<file path="src/rtl/i2c_mon_pkg.sv">
package i2c_mon_pkg;
  // bit clocks per byte including the acknowledge slot
  localparam int BYTE_BITS = 9;
  localparam int CNT_W     = $clog2(BYTE_BITS + 1);

  typedef struct packed {
    logic ack;
    logic start;
    logic stop;
  } flag_set_t;
endpackage

</file>
<file path="src/rtl/i2cm_rst_sync.sv">
module i2cm_rst_sync #(
  parameter int STAGES = 2
) (
  input  logic clk,
  input  logic rst_n,
  output logic rst_n_sync
);
  logic [STAGES-1:0] chain_q;
  logic [STAGES-1:0] chain_d;

  always_comb begin
    chain_d = {chain_q[STAGES-2:0], 1'b1};
  end

  always_ff @(posedge clk or negedge rst_n) begin
    if (!rst_n) chain_q <= '0;
    else        chain_q <= chain_d;
  end

  assign rst_n_sync = chain_q[STAGES-1];
endmodule

</file>
<file path="src/rtl/i2cm_line_sync.sv">
module i2cm_line_sync #(
  parameter int STAGES = 2,
  parameter int WIDTH  = 2
) (
  input  logic             clk,
  input  logic             rst_n,
  input  logic [WIDTH-1:0] lines_in,
  output logic [WIDTH-1:0] lines_out
);
  // idle bus lines are high, so the chain resets to ones
  logic [WIDTH-1:0] stage_q [STAGES];
  logic [WIDTH-1:0] stage_d [STAGES];

  genvar gi;
  generate
    for (gi = 0; gi < STAGES; gi++) begin : g_stage
      if (gi == 0) begin : g_first
        always_comb stage_d[gi] = lines_in;
      end else begin : g_next
        always_comb stage_d[gi] = stage_q[gi-1];
      end
      always_ff @(posedge clk or negedge rst_n) begin
        if (!rst_n) stage_q[gi] <= '1;
        else        stage_q[gi] <= stage_d[gi];
      end
    end
  endgenerate

  assign lines_out = stage_q[STAGES-1];
endmodule

</file>
<file path="src/rtl/i2cm_cond_detect.sv">
module i2cm_cond_detect (
  input  logic clk,
  input  logic rst_n,
  input  logic scl_s,
  input  logic sda_s,
  output logic scl_rise,
  output logic start_det,
  output logic stop_det
);
  logic scl_prev_q, sda_prev_q;

  always_ff @(posedge clk or negedge rst_n) begin
    if (!rst_n) begin
      scl_prev_q <= 1'b1;
      sda_prev_q <= 1'b1;
    end else begin
      scl_prev_q <= scl_s;
      sda_prev_q <= sda_s;
    end
  end

  always_comb begin
    scl_rise  = scl_s & ~scl_prev_q;
    start_det = scl_s & scl_prev_q &  sda_prev_q & ~sda_s;
    stop_det  = scl_s & scl_prev_q & ~sda_prev_q &  sda_s;
  end

  // start and stop are mutually exclusive and never coincide with a clock edge
  assert_cond_exclusive_R1: assert property (@(posedge clk) disable iff (!rst_n)
    $countones({scl_rise, start_det, stop_det}) <= 1);
endmodule

</file>
<file path="src/rtl/i2cm_bit_counter.sv">
module i2cm_bit_counter
  import i2c_mon_pkg::*;
(
  input  logic             clk,
  input  logic             rst_n,
  input  logic             en,
  input  logic             scl_rise,
  input  logic             start_det,
  output logic [CNT_W-1:0] cnt,
  output logic             ninth_edge,
  output logic             wrap_edge,
  output logic             first_addr_edge
);
  localparam logic [CNT_W-1:0] LAST = CNT_W'(BYTE_BITS);
  localparam logic [CNT_W-1:0] PENU = CNT_W'(BYTE_BITS - 1);
  localparam logic [CNT_W-1:0] ONE  = CNT_W'(1);

  logic [CNT_W-1:0] cnt_q, cnt_d;
  logic             cnt_ld;

  always_comb begin
    ninth_edge      = scl_rise & (cnt_q == PENU);
    wrap_edge       = scl_rise & (cnt_q == LAST);
    first_addr_edge = scl_rise & (cnt_q == '0);
  end

  always_comb begin
    cnt_ld = 1'b1;
    cnt_d  = cnt_q;
    if (!en)            cnt_d = '0;
    else if (start_det) cnt_d = '0;
    else if (scl_rise)  cnt_d = (cnt_q == LAST) ? ONE : cnt_q + ONE;
    else                cnt_ld = 1'b0;
  end

  always_ff @(posedge clk or negedge rst_n) begin
    if (!rst_n)      cnt_q <= '0;
    else if (cnt_ld) cnt_q <= cnt_d;
  end

  assign cnt = cnt_q;

  assert_cnt_range_R3: assert property (@(posedge clk) disable iff (!rst_n)
    cnt_q <= LAST);
  assert_start_zero_R1: assert property (@(posedge clk) disable iff (!rst_n)
    en && start_det |=> cnt_q == '0);
  assert_wrap_one_R3: assert property (@(posedge clk) disable iff (!rst_n)
    en && scl_rise && cnt_q == LAST |=> cnt_q == ONE);
endmodule

</file>
<file path="src/rtl/i2cm_flag_regs.sv">
module i2cm_flag_regs
  import i2c_mon_pkg::*;
(
  input  logic      clk,
  input  logic      rst_n,
  input  logic      en,
  input  logic      rel,
  input  logic      sda_s,
  input  logic      start_det,
  input  logic      stop_det,
  input  logic      ninth_edge,
  input  logic      wrap_edge,
  input  logic      first_addr_edge,
  output flag_set_t flags
);
  flag_set_t fl_q, fl_d;
  logic      arm_q, arm_d;
  logic      ack_sta_clr, stop_clr;

  always_comb begin
    ack_sta_clr = stop_det | wrap_edge | rel;
    stop_clr    = arm_q & first_addr_edge;
    fl_d  = fl_q;
    arm_d = arm_q;
    if (!en) begin
      fl_d  = '0;
      arm_d = 1'b0;
    end else begin
      // clear outranks set for acknowledge and start
      if (ack_sta_clr)               fl_d.ack = 1'b0;
      else if (ninth_edge && !sda_s) fl_d.ack = 1'b1;
      if (ack_sta_clr)               fl_d.start = 1'b0;
      else if (start_det)            fl_d.start = 1'b1;
      // stop detection always sets its own flag
      if (stop_det)                  fl_d.stop = 1'b1;
      else if (stop_clr)             fl_d.stop = 1'b0;
      if (stop_det || stop_clr)      arm_d = 1'b0;
      else if (start_det && fl_q.stop) arm_d = 1'b1;
    end
  end

  always_ff @(posedge clk or negedge rst_n) begin
    if (!rst_n) begin
      fl_q  <= '0;
      arm_q <= 1'b0;
    end else begin
      fl_q  <= fl_d;
      arm_q <= arm_d;
    end
  end

  assign flags = fl_q;

  assert_stop_sets_R2: assert property (@(posedge clk) disable iff (!rst_n)
    en && stop_det |=> fl_q.stop && !fl_q.ack && !fl_q.start);
  assert_ack_set_R4: assert property (@(posedge clk) disable iff (!rst_n)
    en && ninth_edge && !sda_s && !rel |=> fl_q.ack);
  assert_wrap_clear_R5: assert property (@(posedge clk) disable iff (!rst_n)
    en && wrap_edge |=> !fl_q.ack && !fl_q.start);
  assert_release_clear_R6: assert property (@(posedge clk) disable iff (!rst_n)
    en && rel |=> !fl_q.ack && !fl_q.start);
  assert_release_keeps_stop_R6: assert property (@(posedge clk) disable iff (!rst_n)
    en && rel && !stop_det && !first_addr_edge |=> $stable(fl_q.stop));
  assert_stop_clear_R7: assert property (@(posedge clk) disable iff (!rst_n)
    en && arm_q && first_addr_edge |=> !fl_q.stop);
  assert_disabled_R8: assert property (@(posedge clk) disable iff (!rst_n)
    !en |=> fl_q == '0);
  assert_arm_needs_stop_R7: assert property (@(posedge clk) disable iff (!rst_n)
    arm_q |-> fl_q.stop);
endmodule

</file>
<file path="src/rtl/i2c_bus_flag_mon.sv">
module i2c_bus_flag_mon
  import i2c_mon_pkg::*;
#(
  parameter int SYNC_STAGES = 2
) (
  input  logic             clk,
  input  logic             rst_n,
  input  logic             scl_in,
  input  logic             sda_in,
  input  logic             mon_en,
  input  logic             release_pulse,
  output logic             ack_seen,
  output logic             start_seen,
  output logic             stop_seen,
  output logic [CNT_W-1:0] bit_cnt
);
  logic       rst_n_int;
  logic [1:0] lines_s;
  logic       scl_s, sda_s;
  logic       scl_rise, start_det, stop_det;
  logic       ninth_edge, wrap_edge, first_addr_edge;
  flag_set_t  flags;

  i2cm_rst_sync #(.STAGES(2)) u_rst (
    .clk(clk), .rst_n(rst_n), .rst_n_sync(rst_n_int));

  i2cm_line_sync #(.STAGES(SYNC_STAGES), .WIDTH(2)) u_sync (
    .clk(clk), .rst_n(rst_n_int), .lines_in({scl_in, sda_in}),
    .lines_out(lines_s));

  assign scl_s = lines_s[1];
  assign sda_s = lines_s[0];

  i2cm_cond_detect u_det (
    .clk(clk), .rst_n(rst_n_int), .scl_s(scl_s), .sda_s(sda_s),
    .scl_rise(scl_rise), .start_det(start_det), .stop_det(stop_det));

  i2cm_bit_counter u_cnt (
    .clk(clk), .rst_n(rst_n_int), .en(mon_en), .scl_rise(scl_rise),
    .start_det(start_det), .cnt(bit_cnt), .ninth_edge(ninth_edge),
    .wrap_edge(wrap_edge), .first_addr_edge(first_addr_edge));

  i2cm_flag_regs u_flags (
    .clk(clk), .rst_n(rst_n_int), .en(mon_en), .rel(release_pulse),
    .sda_s(sda_s), .start_det(start_det), .stop_det(stop_det),
    .ninth_edge(ninth_edge), .wrap_edge(wrap_edge),
    .first_addr_edge(first_addr_edge), .flags(flags));

  assign ack_seen   = flags.ack;
  assign start_seen = flags.start;
  assign stop_seen  = flags.stop;

  assert_reset_state_R10: assert property (@(posedge clk)
    !rst_n_int |=> !ack_seen && !start_seen && !stop_seen && bit_cnt == '0);
endmodule

</file>
<file path="config.mk">
export PLATFORM = sky130hd
export DESIGN_NAME = i2c_bus_flag_mon
export DESIGN_NICKNAME = d
export VERILOG_FILES = /design/src/rtl/i2c_mon_pkg.sv /design/src/rtl/i2cm_rst_sync.sv /design/src/rtl/i2cm_line_sync.sv /design/src/rtl/i2cm_cond_detect.sv /design/src/rtl/i2cm_bit_counter.sv /design/src/rtl/i2cm_flag_regs.sv /design/src/rtl/i2c_bus_flag_mon.sv
export SDC_FILE = /design/constraint.sdc
export NUM_CORES = 1
export LEC_CHECK = 0
export ABC_AREA = 1
export BUFFER_PORTS_ARGS = -buffer_cell sky130_fd_sc_hd__buf_2
export CAP_MARGIN = 20
export CORE_MARGIN = 3
export CORE_UTILIZATION = 46
export DETAILED_ROUTE_END_ITERATION = 7
export PLACE_DENSITY = 0.75
export SYNTH_ARGS = -nofsm -noshare
export SYNTH_HDL_FRONTEND = slang
export SYNTH_HIERARCHICAL = 1
export SYNTH_SLANG_ARGS = --single-unit
</file>
<file path="constraint.sdc">
create_clock -name clk -period 0.8 [get_ports clk]
set_input_delay 0.04 -clock clk [delete_from_list [all_inputs] [get_ports clk]]
set_output_delay 0.04 -clock clk [all_outputs]
set_load 0.02 [all_outputs]
</file>
==> metrics.cfg <==
[run_status]
status = finished, violations left
violations = setup timing

[die]
die_h_um = 44.18
die_w_um = 44.18
core-area_sq_um = 1334
die-area_sq_um = 1952
rows = 13
start_util_pct = 50.28
num_io_pins = 13

[layout]
syn_to_final_growth_pct = 61.01
final_cell_count_no_fill = 128
diodes = 0
drive_above_1_share_pct = 56.64
postLayoutCellArea_sq_um = 1080
final_nets = 120

[setup_path]
reg2regPathDepth = 9
cp_num_buf_inv = 2
crit_chain = inv_2 -> nor2_2 -> inv_1 -> nor2_2 -> nand2_2 -> nor3_2 -> nand2_1 -> nand2_1 -> a21oi_1
slowest_delay_ns = 0.55
crit_fanout = 3
start_kind = flop
cp_slowest_cell = dfstp_2
cp-startpoint = u_sync/lines_out[1]
critical_path.top_delay_family = simple AND/OR/NAND/NOR gates
cp-end-kind = flop
worstSetupPathType = reg2reg
r2r-start = u_sync/lines_out[1]
cp.required_ns = 1.00
cp.arrival_ns = 1.54
cp_num_cells = 9

[timing]
rsz0062_at_grt = true
max_freq_ghz = 0.7434
final-hold-violation-count = 0
fin_ws_ns = -0.5451
post-route-period-util_pct = 168.1
slew_viol_final = 0
skew_ns = 0.01507
setup_viol = 15
fin_crit_ns = 1.345
holdWs_ns = 0.03519

[cts]
cts_root_buffer = clkbuf_4
h-tree-depth = 1
clkLatencyLatePin_ns = 0.30
path_clk_slew_ns = 0.10
cts_buffers = 3
cts_tree = built
numClockSinks = 16
cts_buffer_depth = 2

[min_path]
hp-class = in2async

[routing]
first_pass_iters = 6
vias = 627
ant_nets = 0
drc = 0
first_iter_violations = 8
routedWlPerCell_um = 12.97
wirelength_mm = 1.660
avgViaCountPerCell = 4.898

[synthesis]
syn_area_per_cell_sq_um = 8.942
netlist_area_sq_um = 670.6
synth_compound_area_share_pct = 4.664
synthAdderAreaFrac_pct = 0
synthXorXnorAreaFrac_pct = 0
synth-simple-area-share_pct = 25.93
synth_nets = 81
synth_top_family_by_area = simple AND/OR/NAND/NOR gates
synthDistinctLibCells = 13
synth_mux_area_share_pct = 0
synth-seq-cells = 16
synthCells = 75
seq_area_frac_synth_pct = 60.82
yosysWarnings = 6

[global_routing]
grt_overflow = 0
antenna_found_initial = 0
grt_max_degree = 10
grtUsageTotal_pct = 18.31
grt_pass1_vias = 601
grt_pass1_wl_mm = 2.442

[pwr]
powerDensity_nw_per_um2 = 1509
totalPowerFinal_uw = 1630
p_leak_uw = 0.0005459
peakVddDrop_uv = 1428

[place]
gp_congestion = 0.8177
dp.cells = 113
postPlaceCellArea_sq_um = 839.6
port_buffers = 12
hpwlAfterDp_mm = 1.016

[job]
max-cap-violations = 0

-- power breakdown --
group | internal, uW | leakage [uW] | total (uW) | switching [uW]
Combinational | 108 | 0.000329 | 219 | 112
Sequential | 849 | 0.000196 | 869 | 20.7
Clock | 277 | 0.0000210 | 541 | 263
Total | 1230 | 0.000546 | 1630 | 396
-- final timing paths --
path	end	slack (ns)
max in group asynchronous	u_det/scl_prev_q	0.40
hold / removal	u_rst/chain_q[0]	0.04
min in group clk	u_flags/flags[0]	0.05
hold reg to reg	u_flags/flags[0]	0.15
setup reg to reg	u_flags/flags[0]	-0.55
setup / recovery	u_flags/flags[0]	-0.55
-- routing by layer --
layer  part of all wire [%]  routed length, um  global-route usage [%]  vias up
li1                       -                  -                       -      304
met1                     38                625                   19.05      304
met2                     57                951                   34.30       15
met3                    3.4                 56                   2.439        4
met4                    1.6                 26                   10.84        0
met5                      0                  0                       0        -
-- kinds of logic after synthesis --
| kind of cell | after synthesis |
|---|---|
| other cells | 1 |
| buf+inv | 14 |
| simple gates | 38 |
| flops | 16 |
| compound gates | 6 |
-- stage by stage --
step | utilization (%) | setup TNS [ns] | worst slack (ns)
final | 80.96 | -4.844 | -0.5451
after global routing | 80.96 | -5.646 | -0.6505
after CTS | 76.92 | -4.965 | -0.5451
after detailed placement | 62.95 | -3.964 | -0.5454
after global placement | 62.95 | -3.787 | -0.5129
after floorplan | - | -3.251 | -0.5008
-- synthesized netlist by cell type --
cell type  number  area, sq um
nor3_1          2        10.01
conb_1          1        3.750
nand2_1        12        45.04
nand3_1         5        25.02
a21oi_1         5        25.02
nand3_2         2        20.02
nor2_1         13        48.80
dfrtp_1        10        250.2
inv_1          13        48.80
nor2_2          4        25.02
dfstp_2         6        157.7
clkinv_2        1        5.000
o22ai_1         1        6.260
-- cells in the final DEF, fill, tap and decap left out, types with 4 or more instances in the layout --
cell type      netlist  layout
buf_4                0      17
dfstp_2              6       6
buf_2                0       5
nand3_2              2       4
buf_6                0       8
nor2_1              13       8
nor2_2               4       6
dfrtp_1             10       9
inv_1               13      11
a21oi_1              5       4
dlygate4sd3_1        0       4
nand2_1             12       9
-- state kept, by name, summed over array words and instances (netlist names) --
signal            count
u_rst/chain_q         2
u_det/scl_prev_q      1
u_flags/arm_q         1
u_sync/lines_out      2
u_cnt/cnt             4
u_flags/flags         3
u_det/sda_prev_q      1
u_sync/stage_d        2
-- what timing repair did --
item / CTS / global route
buffers inserted: 4 / 3
pin swaps: 10 / 5
hold endpoints to repair: 5 / 0
hold buffers: 4 / 0
resized for setup: 24 / 8
cloned: 0 / 0
endpoints found under the setup margin: 15 / 15
-- final cells by class --
cell class | count | area [sq um]
sequential | 16 | 409.1
timing repair buffer | 34 | 282.8
multi-input combinational | 45 | 279.0
fill | 85 | 254.0
inverter | 14 | 53.80
clock buffer | 4 | 36.28
tap | 15 | 18.77
(Power assumes the default switching activity.)
